### src/rtl/mdio_cmd_pkg.sv
package mdio_cmd_pkg;
  typedef enum logic [1:0] {
    SEL_CMD  = 2'd0,
    SEL_DATA = 2'd1,
    SEL_STAT = 2'd2
  } reg_sel_e;

  localparam int START_BIT = 20;
  localparam int RD_BIT    = 17;
  localparam int WR_BIT    = 16;

  typedef struct packed {
    logic       rd;
    logic       wr;
    logic [4:0] phy;
    logic [4:0] regad;
  } mdio_cmd_t;
endpackage

### src/rtl/mdio_mdc_gen.sv
module mdio_mdc_gen #(
  parameter int HALF_CYCLES = 4
) (
  input  logic clk,
  input  logic rst,
  input  logic run,
  output logic mdc,
  output logic rise_tick,
  output logic fall_tick
);
  localparam int CNT_W = (HALF_CYCLES > 1) ? $clog2(HALF_CYCLES) : 1;
  localparam logic [CNT_W-1:0] CNT_TOP = CNT_W'(HALF_CYCLES - 1);

  logic [CNT_W-1:0] cnt;
  logic             wrap;

  assign wrap      = run && (cnt == CNT_TOP);
  assign rise_tick = wrap && !mdc;
  assign fall_tick = wrap && mdc;

  always_ff @(posedge clk) begin
    if (rst || !run) begin
      cnt <= '0;
      mdc <= 1'b0;
    end else if (wrap) begin
      cnt <= '0;
      mdc <= ~mdc;
    end else begin
      cnt <= cnt + 1'b1;
    end
  end
endmodule

### src/rtl/mdio_frame_seq.sv
module mdio_frame_seq
  import mdio_cmd_pkg::*;
#(
  parameter int PRE_LEN = 32
) (
  input  logic        clk,
  input  logic        rst,
  input  logic        launch,
  input  mdio_cmd_t   cmd,
  input  logic [15:0] wr_word,
  input  logic        rise_tick,
  input  logic        fall_tick,
  input  logic        mdio_i,
  output logic        busy,
  output logic        mdio_o,
  output logic        mdio_oe,
  output logic        rd_done,
  output logic [15:0] rd_word,
  output logic        rd_bad
);
  localparam int FRAME_W  = PRE_LEN + 32;
  localparam int IDX_W    = $clog2(FRAME_W);
  localparam int TA_IDX   = PRE_LEN + 14;
  localparam int DATA_IDX = PRE_LEN + 16;
  localparam logic [IDX_W-1:0] LAST_IDX = IDX_W'(FRAME_W - 1);
  localparam logic [IDX_W-1:0] TA_PRE   = IDX_W'(TA_IDX - 1);
  localparam logic [IDX_W-1:0] TA2_IDX  = IDX_W'(TA_IDX + 1);
  localparam logic [IDX_W-1:0] D0_IDX   = IDX_W'(DATA_IDX);

  logic [FRAME_W-1:0] shreg;
  logic [FRAME_W-1:0] frame_new;
  logic [IDX_W-1:0]   idx;
  logic               is_rd;
  logic               at_end;

  assign frame_new = {{PRE_LEN{1'b1}}, 2'b01,
                      cmd.rd ? 2'b10 : 2'b01,
                      cmd.phy, cmd.regad,
                      cmd.rd ? 2'b11 : 2'b10,
                      cmd.rd ? 16'hFFFF : wr_word};
  assign at_end  = busy && fall_tick && (idx == LAST_IDX);
  assign rd_done = at_end && is_rd;
  assign mdio_o  = shreg[FRAME_W-1];

  always_ff @(posedge clk) begin
    if (rst) begin
      busy    <= 1'b0;
      is_rd   <= 1'b0;
      shreg   <= '0;
      idx     <= '0;
      mdio_oe <= 1'b0;
      rd_word <= '0;
      rd_bad  <= 1'b0;
    end else if (!busy) begin
      if (launch) begin
        busy    <= 1'b1;
        is_rd   <= cmd.rd;
        shreg   <= frame_new;
        idx     <= '0;
        mdio_oe <= 1'b1;
      end
    end else begin
      if (rise_tick && is_rd) begin
        if (idx == TA2_IDX) rd_bad <= mdio_i;
        if (idx >= D0_IDX)  rd_word <= {rd_word[14:0], mdio_i};
      end
      if (fall_tick) begin
        if (idx == LAST_IDX) begin
          busy    <= 1'b0;
          mdio_oe <= 1'b0;
        end else begin
          shreg <= {shreg[FRAME_W-2:0], 1'b0};
          idx   <= idx + 1'b1;
          if (is_rd && idx == TA_PRE) mdio_oe <= 1'b0;
        end
      end
    end
  end
endmodule

### src/rtl/mdio_regs.sv
module mdio_regs
  import mdio_cmd_pkg::*;
(
  input  logic        clk,
  input  logic        rst,
  input  logic        wr_en,
  input  logic [1:0]  addr,
  input  logic [31:0] wdata,
  input  logic        busy,
  input  logic        rd_done,
  input  logic [15:0] rd_word,
  input  logic        rd_bad,
  output logic        launch,
  output mdio_cmd_t   cmd_new,
  output mdio_cmd_t   cmd_q,
  output logic [15:0] wr_word,
  output logic [31:0] rdata
);
  logic        cmd_hit;
  logic        data_hit;
  logic [15:0] rd_q;
  logic        stat_q;
  logic        unused_bits;

  assign cmd_hit  = wr_en && !busy && (addr == SEL_CMD);
  assign data_hit = wr_en && !busy && (addr == SEL_DATA);
  assign cmd_new  = '{rd: wdata[RD_BIT], wr: wdata[WR_BIT],
                      phy: wdata[12:8], regad: wdata[4:0]};
  assign launch   = cmd_hit && wdata[START_BIT] &&
                    (wdata[RD_BIT] || wdata[WR_BIT]);
  assign unused_bits = ^{wdata[31:21], wdata[19:18], wdata[15:13], wdata[7:5]};

  always_ff @(posedge clk) begin
    if (rst) begin
      cmd_q   <= '0;
      wr_word <= '0;
      rd_q    <= '0;
      stat_q  <= 1'b0;
      rdata   <= '0;
    end else begin
      if (cmd_hit)  cmd_q   <= cmd_new;
      if (data_hit) wr_word <= wdata[15:0];
      if (rd_done) begin
        rd_q   <= rd_word;
        stat_q <= rd_bad;
      end
      case (addr)
        SEL_CMD:  rdata <= {11'd0, busy, 2'b00, cmd_q.rd, cmd_q.wr, 3'b000,
                            cmd_q.phy, 3'b000, cmd_q.regad};
        SEL_DATA: rdata <= {rd_q, wr_word};
        SEL_STAT: rdata <= {31'd0, stat_q};
        default:  rdata <= '0;
      endcase
    end
  end
endmodule

### src/rtl/mdio_cmd_engine.sv
module mdio_cmd_engine
  import mdio_cmd_pkg::*;
#(
  parameter int HALF_CYCLES = 4,
  parameter int PRE_LEN     = 32
) (
  input  logic        clk,
  input  logic        rst,
  input  logic        reg_wr,
  input  logic [1:0]  reg_addr,
  input  logic [31:0] reg_wdata,
  output logic [31:0] reg_rdata,
  output logic        mdc,
  output logic        mdio_o,
  output logic        mdio_oe,
  input  logic        mdio_i
);
  logic        launch;
  mdio_cmd_t   cmd_new;
  mdio_cmd_t   cmd_q;
  logic [11:0] cmd_fields;
  logic [15:0] wr_word;
  logic        eng_busy;
  logic        rd_done;
  logic [15:0] rd_word;
  logic        rd_bad;
  logic        rise_tick;
  logic        fall_tick;

  assign cmd_fields = cmd_q;

  mdio_regs u_regs (
    .clk(clk), .rst(rst), .wr_en(reg_wr), .addr(reg_addr), .wdata(reg_wdata),
    .busy(eng_busy), .rd_done(rd_done), .rd_word(rd_word), .rd_bad(rd_bad),
    .launch(launch), .cmd_new(cmd_new), .cmd_q(cmd_q), .wr_word(wr_word),
    .rdata(reg_rdata)
  );

  mdio_mdc_gen #(.HALF_CYCLES(HALF_CYCLES)) u_mdc (
    .clk(clk), .rst(rst), .run(eng_busy), .mdc(mdc),
    .rise_tick(rise_tick), .fall_tick(fall_tick)
  );

  mdio_frame_seq #(.PRE_LEN(PRE_LEN)) u_seq (
    .clk(clk), .rst(rst), .launch(launch), .cmd(cmd_new), .wr_word(wr_word),
    .rise_tick(rise_tick), .fall_tick(fall_tick), .mdio_i(mdio_i),
    .busy(eng_busy), .mdio_o(mdio_o), .mdio_oe(mdio_oe), .rd_done(rd_done),
    .rd_word(rd_word), .rd_bad(rd_bad)
  );
endmodule

### config.mk
export PLATFORM = sky130hd
export DESIGN_NAME = mdio_cmd_engine
export DESIGN_NICKNAME = d
export VERILOG_FILES = /design/src/rtl/mdio_cmd_pkg.sv /design/src/rtl/mdio_mdc_gen.sv /design/src/rtl/mdio_frame_seq.sv /design/src/rtl/mdio_regs.sv /design/src/rtl/mdio_cmd_engine.sv
export SDC_FILE = /design/constraint.sdc
export NUM_CORES = 1
export LEC_CHECK = 0
export ABC_CLOCK_PERIOD_IN_PS = 2990
export BUFFER_PORTS_ARGS = -buffer_cell sky130_fd_sc_hd__buf_2
export CORE_AREA = 2 2 164 166
export DETAILED_ROUTE_END_ITERATION = 10
export DIE_AREA = 0 0 166 168
export PLACE_DENSITY_LB_ADDON = 0.08
export SYNTH_ARGS = -nofsm -noshare
export SYNTH_HDL_FRONTEND = slang
export SYNTH_HIERARCHICAL = 1
export SYNTH_SLANG_ARGS = --single-unit
### constraint.sdc
create_clock -name clk -period 2.99 [get_ports clk]
set_input_delay 0.299 -clock clk [delete_from_list [all_inputs] [get_ports clk]]
set_output_delay 0.299 -clock clk [all_outputs]
set_load 0.005 [all_outputs]
# --- Word-level counts from Yosys, hierarchy flattened ---
# Index checks and enable logic that the tools add are counted.
word_totals:
  ff_bits: 170
  inputBits: 38
  out_inout_bits: 35
classes:
  n_addsub: 2
  magnitude_cmp: 1
  eq_ne: 9
  n_mux: 21
  n_bitwise: 2
  n_reduce_logical: 25
ops:
  columns: ["cell", "count"]
  rows:
  - ["64-bit 2-to-1 mux", 4]
  - ["32-bit case mux with 3 select lines", 1]
  - ["6-bit 2-to-1 mux", 4]
  - ["6-bit equality test, second input constant", 3]
  - ["16-bit 2-to-1 mux", 1]
  - ["1-bit logical AND", 13]
  - ["3-bit AND reduction", 4]
  - ["1-bit 2-to-1 mux", 10]
  - ["6-bit by 1-bit adder with 6-bit output, second input constant", 1]
  - ["6-bit >= comparator, second input constant", 1]
  - ["2-bit equality test, second input constant", 2]
  - ["3-bit != test, second input constant", 1]
  - ["2-bit by 1-bit adder with 2-bit output, second input constant", 1]
  - ["2-bit by 1-bit equality test with 1-bit output, second input constant", 1]
  - ["1-bit logical NOT", 2]
  - ["2-bit logical NOT", 1]
  - ["1-bit logical OR", 2]
  - ["2-bit 2-to-1 mux", 1]
  - ["2-bit by 1-bit != test with 1-bit output, second input constant", 1]
  - ["2-bit != test, second input constant", 1]
  - ["1-bit NOT", 2]
  - ["2-bit AND reduction", 1]
  - ["2-bit nonzero test", 1]
  - ["2-bit OR reduction", 1]

# --- Logic depth before layout (Yosys ltp) ---
# Gate-level depths: netlist (run 1).
depth:
  ltp_word: 7
  depth_mapped: 9
  mapped_depth_nobuf: 7

# --- By module ---
# The synthesis (run 1) kept the hierarchy.
modules_own_cells:
  columns: ["module", "n_inst", "cells_per_inst", "area_per_inst_um2", "seq_area_each_um2"]
  rows:
  - ["mdio_frame_seq", 1, 389, 3450.8, 1801.7]
  - ["mdio_regs", 1, 266, 2894.0, 1541.5]
  - ["mdio_mdc_gen", 1, 12, 117.6, 60.1]

# --- Worst setup path after synthesis (run 1) ---
# Ideal clock, no wire load.
synth_path:
  path_kind: "input to register"
  from: "in reg_addr[0]"
  to: "reg u_seq.shreg[28]"
  setup_time_ns: 0.070
  arrival_time_ns: 2.262
  required_ns: 2.920
  path_slack_ns: 0.658
  stages: 9
  path_cell_list: "buf_6 or4b_4 buf_6 nor2_1 mux2i_1 a31oi_4 buf_2 nand2_1 a21oi_1"
synth_via:
  elab_chain_cells: 6
synth_lines:
  columns: ["element", "line_no", "rtl"]
  rows:
  - ["start, declared", "mdio_cmd_engine.sv:10", "input logic [1:0] reg_addr,"]
  - ["2-bit logical NOT", "mdio_regs.sv:25", "assign cmd_hit = wr_en && !busy && (addr == SEL_CMD);"]
  - ["1-bit logical AND", "mdio_regs.sv:25", null]
  - ["1-bit logical AND (2 in a row)", "mdio_regs.sv:29", "assign launch = cmd_hit && wdata[START_BIT] &&"]
  - ["net launch", "mdio_cmd_engine.sv:18", "logic launch;"]
  - ["2-bit nonzero test (no line)", null, null]
  - ["3-bit AND reduction (no line)", null, null]
  - ["end signal, assigned", "mdio_frame_seq.sv:58", "shreg <= frame_new;"]
  - ["end signal, assigned", "mdio_frame_seq.sv:72", "shreg <= {shreg[FRAME_W-2:0], 1'b0};"]
  - ["end, declared", "mdio_frame_seq.sv:30", "logic [FRAME_W-1:0] shreg;"]
# The timed path passes the listed nets, and every way through them passes these cells.
# A chain may end at the register's enable or synchronous reset.

# --- Worst setup path in the final report (run 1) ---
layout_path:
  from: "reg u_seq.busy"
  to: "reg u_seq.shreg[12]"
layout_via:
  elab_chain_cells: 7
layout_lines:
  columns: ["element", "line_no", "rtl"]
  rows:
  - ["start, declared", "mdio_frame_seq.sv:14", "output logic busy,"]
  - ["start signal, assigned", "mdio_frame_seq.sv:47", "busy <= 1'b0;"]
  - ["start signal, assigned", "mdio_frame_seq.sv:56", "busy <= 1'b1;"]
  - ["start signal, assigned", "mdio_frame_seq.sv:69", "busy <= 1'b0;"]
  - ["1-bit logical NOT", null, null]
  - ["1-bit logical AND (2 in a row)", "mdio_regs.sv:25", null]
  - ["1-bit logical AND (2 in a row)", "mdio_regs.sv:29", null]
  - ["net launch", "mdio_cmd_engine.sv:18", null]
  - ["2-bit nonzero test (no line)", null, null]
  - ["3-bit AND reduction (no line)", null, null]
# The timed path passes the listed nets, and every way through them passes these cells.

==> results of run 1 <==
## final timing paths
path                startpoint           endpoint  slack, ns
setup / recovery    u_seq/busy    u_seq/shreg[12]       0.64
hold / removal    reg_wdata[6]  u_regs/wr_word[6]       0.12
setup reg to reg    u_seq/busy    u_seq/shreg[12]       0.64
hold reg to reg   u_mdc/cnt[0]       u_mdc/cnt[0]       0.44
## final cells by class
type / instances / area (um2) / area share
clock inverters: 14 / 150.1 / 0.01985
multi-input cells: 433 / 2721 / 0.3598
well taps: 341 / 426.7 / 0.05641
flip-flops and latches: 170 / 3403 / 0.4500
clock buffers: 18 / 429.2 / 0.05674
repair buffers: 70 / 417.9 / 0.05525
inverters: 4 / 15.01 / 0.001985
## routing by layer
layer | global-route usage | up-vias | wire, um
li1 | - | 2350 | -
met1 | 0.1430 | 2190 | 7306
met2 | 0.1759 | 73 | 6754
met3 | 0.03126 | 7 | 480
met4 | 0.02987 | 0 | 127
met5 | 0 | - | 0
## power by group through the flow
stage	logic [mW]	clock network [mW]	registers, mW
floorplan	0.153	0	2.37
CTS	0.209	2.27	2.33
finish	0.204	2.18	2.33
global placement	0.207	0	2.38
global route	0.228	2.36	2.33
detailed placement	0.208	0	2.38
## state kept, by name, indices dropped and copies added, names as in the netlist, 2 cells and up
name	cells
u_seq/idx	6
u_regs/cmd_q	12
u_regs/wr_word	16
u_seq/rd_word	16
u_seq/shreg	64
u_regs/rdata	32
u_regs/rd_q	16
u_mdc/cnt	2
## through the flow
stage                     hold slack, ns  cells  power (mW)  area, um2
final                             0.1210   1050       4.715       7564
after global routing              0.1103   1050       4.919       7564
after CTS                         0.1010   1050       4.808       7564
after detailed placement          0.4339   1018       2.588       6984
after global placement            0.4142   1018       2.586       6984
after floorplan                   0.4043    666       2.526       6455
## worst min-delay path, cell delays in order
cell      delay [ns]
buf_2           0.09
nand2b_1        0.05
mux2i_1         0.06
==> impl_metrics.json, run 1 <==
{
  "die_h_um": 168,
  "r2r_cells": 8,
  "switching_share": 0.2426,
  "pin_count": 73,
  "die-area_um2": 27890,
  "initial_core_util": 0.2450,
  "hold_path.class": "primary input to register",
  "core_area_um2": 26350,
  "io_buffers": 59,
  "worst_ep_required_time_ns": 3.34,
  "grt_max_degree": 87,
  "avgRoutedWirePerCell_um": 13.97,
  "end_kind": "register",
  "peakVddDrop_uv": 242.7,
  "path_cells": "or4b_4 > nor2_1 > buf_4 > mux2i_1 > a31oi_4 > buf_12 > o221ai_1 > a21oi_1",
  "drc_errors": 0,
  "clock_latency_ns": 0.43,
  "maxCapViolCount": 0,
  "critPathBufInv": 2,
  "power_frac_clock": 0.463,
  "row_count": 60,
  "cts_tree": "built",
  "p_seq_frac": 0.494,
  "ys_warn_count": 6,
  "critPathKind": "register to register",
  "final.setup_skew_ns": 0.01492,
  "final_cell_mix": "dfxtp_1 (170), nor2_1 (88), mux2i_1 (71)",
  "power_density_nw_per_um2": 623.4,
  "syn-num-nets": 707,
  "antenna_found_initial": 0,
  "area_growth_pct": 17.17,
  "path_max_fanout": 32,
  "fmax_mhz": 426.3,
  "vias": 4620,
  "synthesis.area_um2": 6455,
  "worstHoldPathCells": 3,
  "drtIter0Drc": 249,
  "critPathMaxStageDelay_ns": 0.63,
  "place.gp.congestion": 0.7216,
  "die_w_um": 166,
  "fin_ws_ns": 0.6442,
  "p_leak_nw": 2.772,
  "cts_buffer_depth": 2,
  "fin_crit_ns": 2.346,
  "dp_hpwl_um": 9359,
  "vias_per_cell": 4.400,
  "ant_nets": 0,
  "syn_inst": 666,
  "cts_resized": 0,
  "grt_util_all_layers": 0.1091,
  "layout.nets": 737,
  "postCtsSetupRepairBufs": 0,
  "crit_family": "simple AND/OR/NAND/NOR gates",
  "intPower_mw": 3.572,
  "crit_cells": 8,
  "rsz0062_at_grt": "no",
  "startpoint_type": "register",
  "worstMarginPinSlew_ns": 0.8098,
  "final_common_cell": "dfxtp_1",
  "switching_power_mw": 1.144,
  "drive_above_1_share": 0.1580,
  "fill_cells": 2775,
  "clock_sinks": 170,
  "setup_viol": 0,
  "grt_pass1_wl_um": 24680,
  "grt_pass1_vias": 4746,
  "diodes": 0,
  "hold_buffers": 0,
  "outcome": "finished, final reports clean",
  "numCtsBuffers": 17,
  "firstDrtPassIters": 4,
  "maxSlewViolCount": 0,
  "period_share": 0.7845,
  "combPwrFrac": 0.043,
  "overflow": 0,
  "hold_violations": 0,
  "crit_arrival_ns": 2.69,
  "wl_um": 14670,
  "avgSynthCellArea_um2": 9.692,
  "cts_max_level": 4,
  "slew_headroom": 0.4602,
  "dp_worst_setup_slack_ns": 0.4489,
  "fin_util": 0.2870,
  "setup_tns_ns": 0,
  "critPathSlowestCell": "or4b_4",
  "ctsRootBufferMaster": "clkbuf_16",
  "clkTransAtPathRegs_ns": 0.08
}
No activity file was read; power rests on OpenSTA's default activity.
==> run 2, diff against run 1 <==
--- a/config.mk
+++ b/config.mk
@@ -5,7 +5,7 @@
 export SDC_FILE = /design/constraint.sdc
 export NUM_CORES = 1
 export LEC_CHECK = 0
-export ABC_CLOCK_PERIOD_IN_PS = 2990
+export ABC_CLOCK_PERIOD_IN_PS = 2400
 export BUFFER_PORTS_ARGS = -buffer_cell sky130_fd_sc_hd__buf_2
 export CORE_AREA = 2 2 164 166
 export DETAILED_ROUTE_END_ITERATION = 10
==> constraint.sdc (replaced) <==
create_clock -name clk -period 2.4 [get_ports clk]
set_input_delay 0.24 -clock clk [delete_from_list [all_inputs] [get_ports clk]]
set_output_delay 0.24 -clock clk [all_outputs]
set_load 0.005 [all_outputs]
==> impl_metrics.json, run 2 (synthesized netlist as in run 1, its figures left out) <==
{
  "grt_pass1_wl_um": 24360,
  "drtIter0Drc": 245,
  "fin_ws_ns": 0.2605,
  "maxSlewViolCount": 0,
  "avgRoutedWirePerCell_um": 14.00,
  "place_inst": 1027,
  "place.gp.congestion": 0.7397,
  "rsz0062_at_grt": "no",
  "fmax_mhz": 467.4,
  "vias": 4688,
  "p_leak_nw": 2.806,
  "hold_path.class": "primary input to register",
  "reg.largest.list": "u_seq/shreg: 64 flops, u_regs/rdata: 32 flops",
  "cts_tree": "built",
  "postCtsSetupRepairBufs": 0,
  "final_cells": 1059,
  "cts_buffer_depth": 2,
  "period_share": 0.8914,
  "fin_util": 0.2901,
  "hold_violations": 0,
  "numCtsBuffers": 17,
  "layout.nets": 746,
  "worst_ep_required_time_ns": 2.76,
  "final_cell_mix": "dfxtp_1 (170), nor2_1 (88), mux2i_1 (71)",
  "slew_headroom": 0.6347,
  "wl_um": 14830,
  "largest_register": "u_seq/shreg",
  "cts_resized": 0,
  "end_kind": "register",
  "path_max_fanout": 57,
  "initial_core_util": 0.2450,
  "final.setup_skew_ns": 0.009736,
  "grt_pass1_vias": 4593,
  "critPathKind": "register to register",
  "pin_count": 73,
  "startpoint_type": "register",
  "grt_max_degree": 58,
  "die-area_um2": 27890,
  "peakVddDrop_uv": 427.2,
  "critPathMaxStageDelay_ns": 0.48,
  "core_area_um2": 26350,
  "r2r_cells": 8,
  "multi_input_area_um2": 2721,
  "setup_viol": 0,
  "outcome": "finished, final reports clean",
  "row_count": 60,
  "hold_buffers": 0,
  "worstHoldPathCells": 3,
  "grt_util_all_layers": 0.1088,
  "worstMarginPinSlew_ns": 0.5479,
  "die_h_um": 168,
  "io_buffers": 59,
  "path_cells": "or4b_4 > nor2_1 > buf_4 > mux2i_1 > a31oi_4 > buf_12 > o221ai_1 > a21oi_1",
  "fill_cells": 2784,
  "dp_hpwl_um": 9838,
  "seq_area_um2": 3403,
  "largest_register_ffs": 64,
  "fin_crit_ns": 2.139,
  "overflow": 0,
  "clkTransAtPathRegs_ns": 0.07,
  "clock_latency_ns": 0.42,
  "area_growth_pct": 18.43,
  "firstDrtPassIters": 4,
  "vias_per_cell": 4.427,
  "cts_max_level": 4,
  "critPathSlowestCell": "or4b_4",
  "setup_tns_ns": 0,
  "maxCapViolCount": 0,
  "drc_errors": 0,
  "antenna_found_initial": 0,
  "ctsRootBufferMaster": "clkbuf_16",
  "crit_arrival_ns": 2.49,
  "diodes": 0,
  "ant_nets": 0,
  "dp_worst_setup_slack_ns": 0.1323,
  "power_density_nw_per_um2": 761.9,
  "clock_sinks": 170,
  "drive_above_1_share": 0.1699,
  "finalPower_mw": 5.825,
  "die_w_um": 166,
  "final_common_cell": "dfxtp_1"
}
## run 2: routing by layer
| metal | track usage | up-vias | wire length, um |
|---|---|---|---|
| met5 | 0 | - | 0 |
| met3 | 0.02868 | 10 | 480 |
| li1 | - | 2369 | - |
| met2 | 0.1708 | 63 | 6692 |
| met1 | 0.1452 | 2246 | 7507 |
| met4 | 0.03629 | 0 | 146 |
## run 2: where the power goes
part           switching, mW  leakage, nW  internal [mW]  total (mW)
sequential            0.0295         1.37           2.87        2.90
combinational          0.154         1.17          0.112       0.266
clock                   1.21        0.263           1.45        2.66
total                   1.40         2.81           4.43        5.82
## run 2: through the flow
stage          area, um2  hold slack [ns]
2_1_floorplan       6455           0.3760
3_3_place_gp        7077           0.4148
3_5_place_dp        7077           0.4211
4_1_cts             7645          0.05282
5_1_grt             7645          0.06676
6_report            7645          0.07162
## run 2: final timing paths
kind | from | end | slack [ns]
max | u_seq/busy | u_seq/shreg[4] | 0.26
min | reg_wdata[7] | u_regs/wr_word[7] | 0.07
max reg2reg | u_seq/busy | u_seq/shreg[4] | 0.26
min reg2reg | u_mdc/cnt[0] | u_mdc/cnt[0] | 0.43
## run 2: area by class of cell
type | instances | share of cell area
Sequential cell | 170 | 0.4452
Multi-Input combinational cell | 433 | 0.3560
Tap cell | 341 | 0.05581
Clock inverter | 15 | 0.01866
Clock buffer | 17 | 0.05565
Timing Repair Buffer | 79 | 0.06678
Inverter | 4 | 0.001964
## run 2: critical path, delay by kind of cell (launching register included)
family	cells	cell delay, ns
flops	1	0.31
buf+inv	2	0.45
compound gates	3	0.56
mux	1	0.12
simple gates	2	0.63
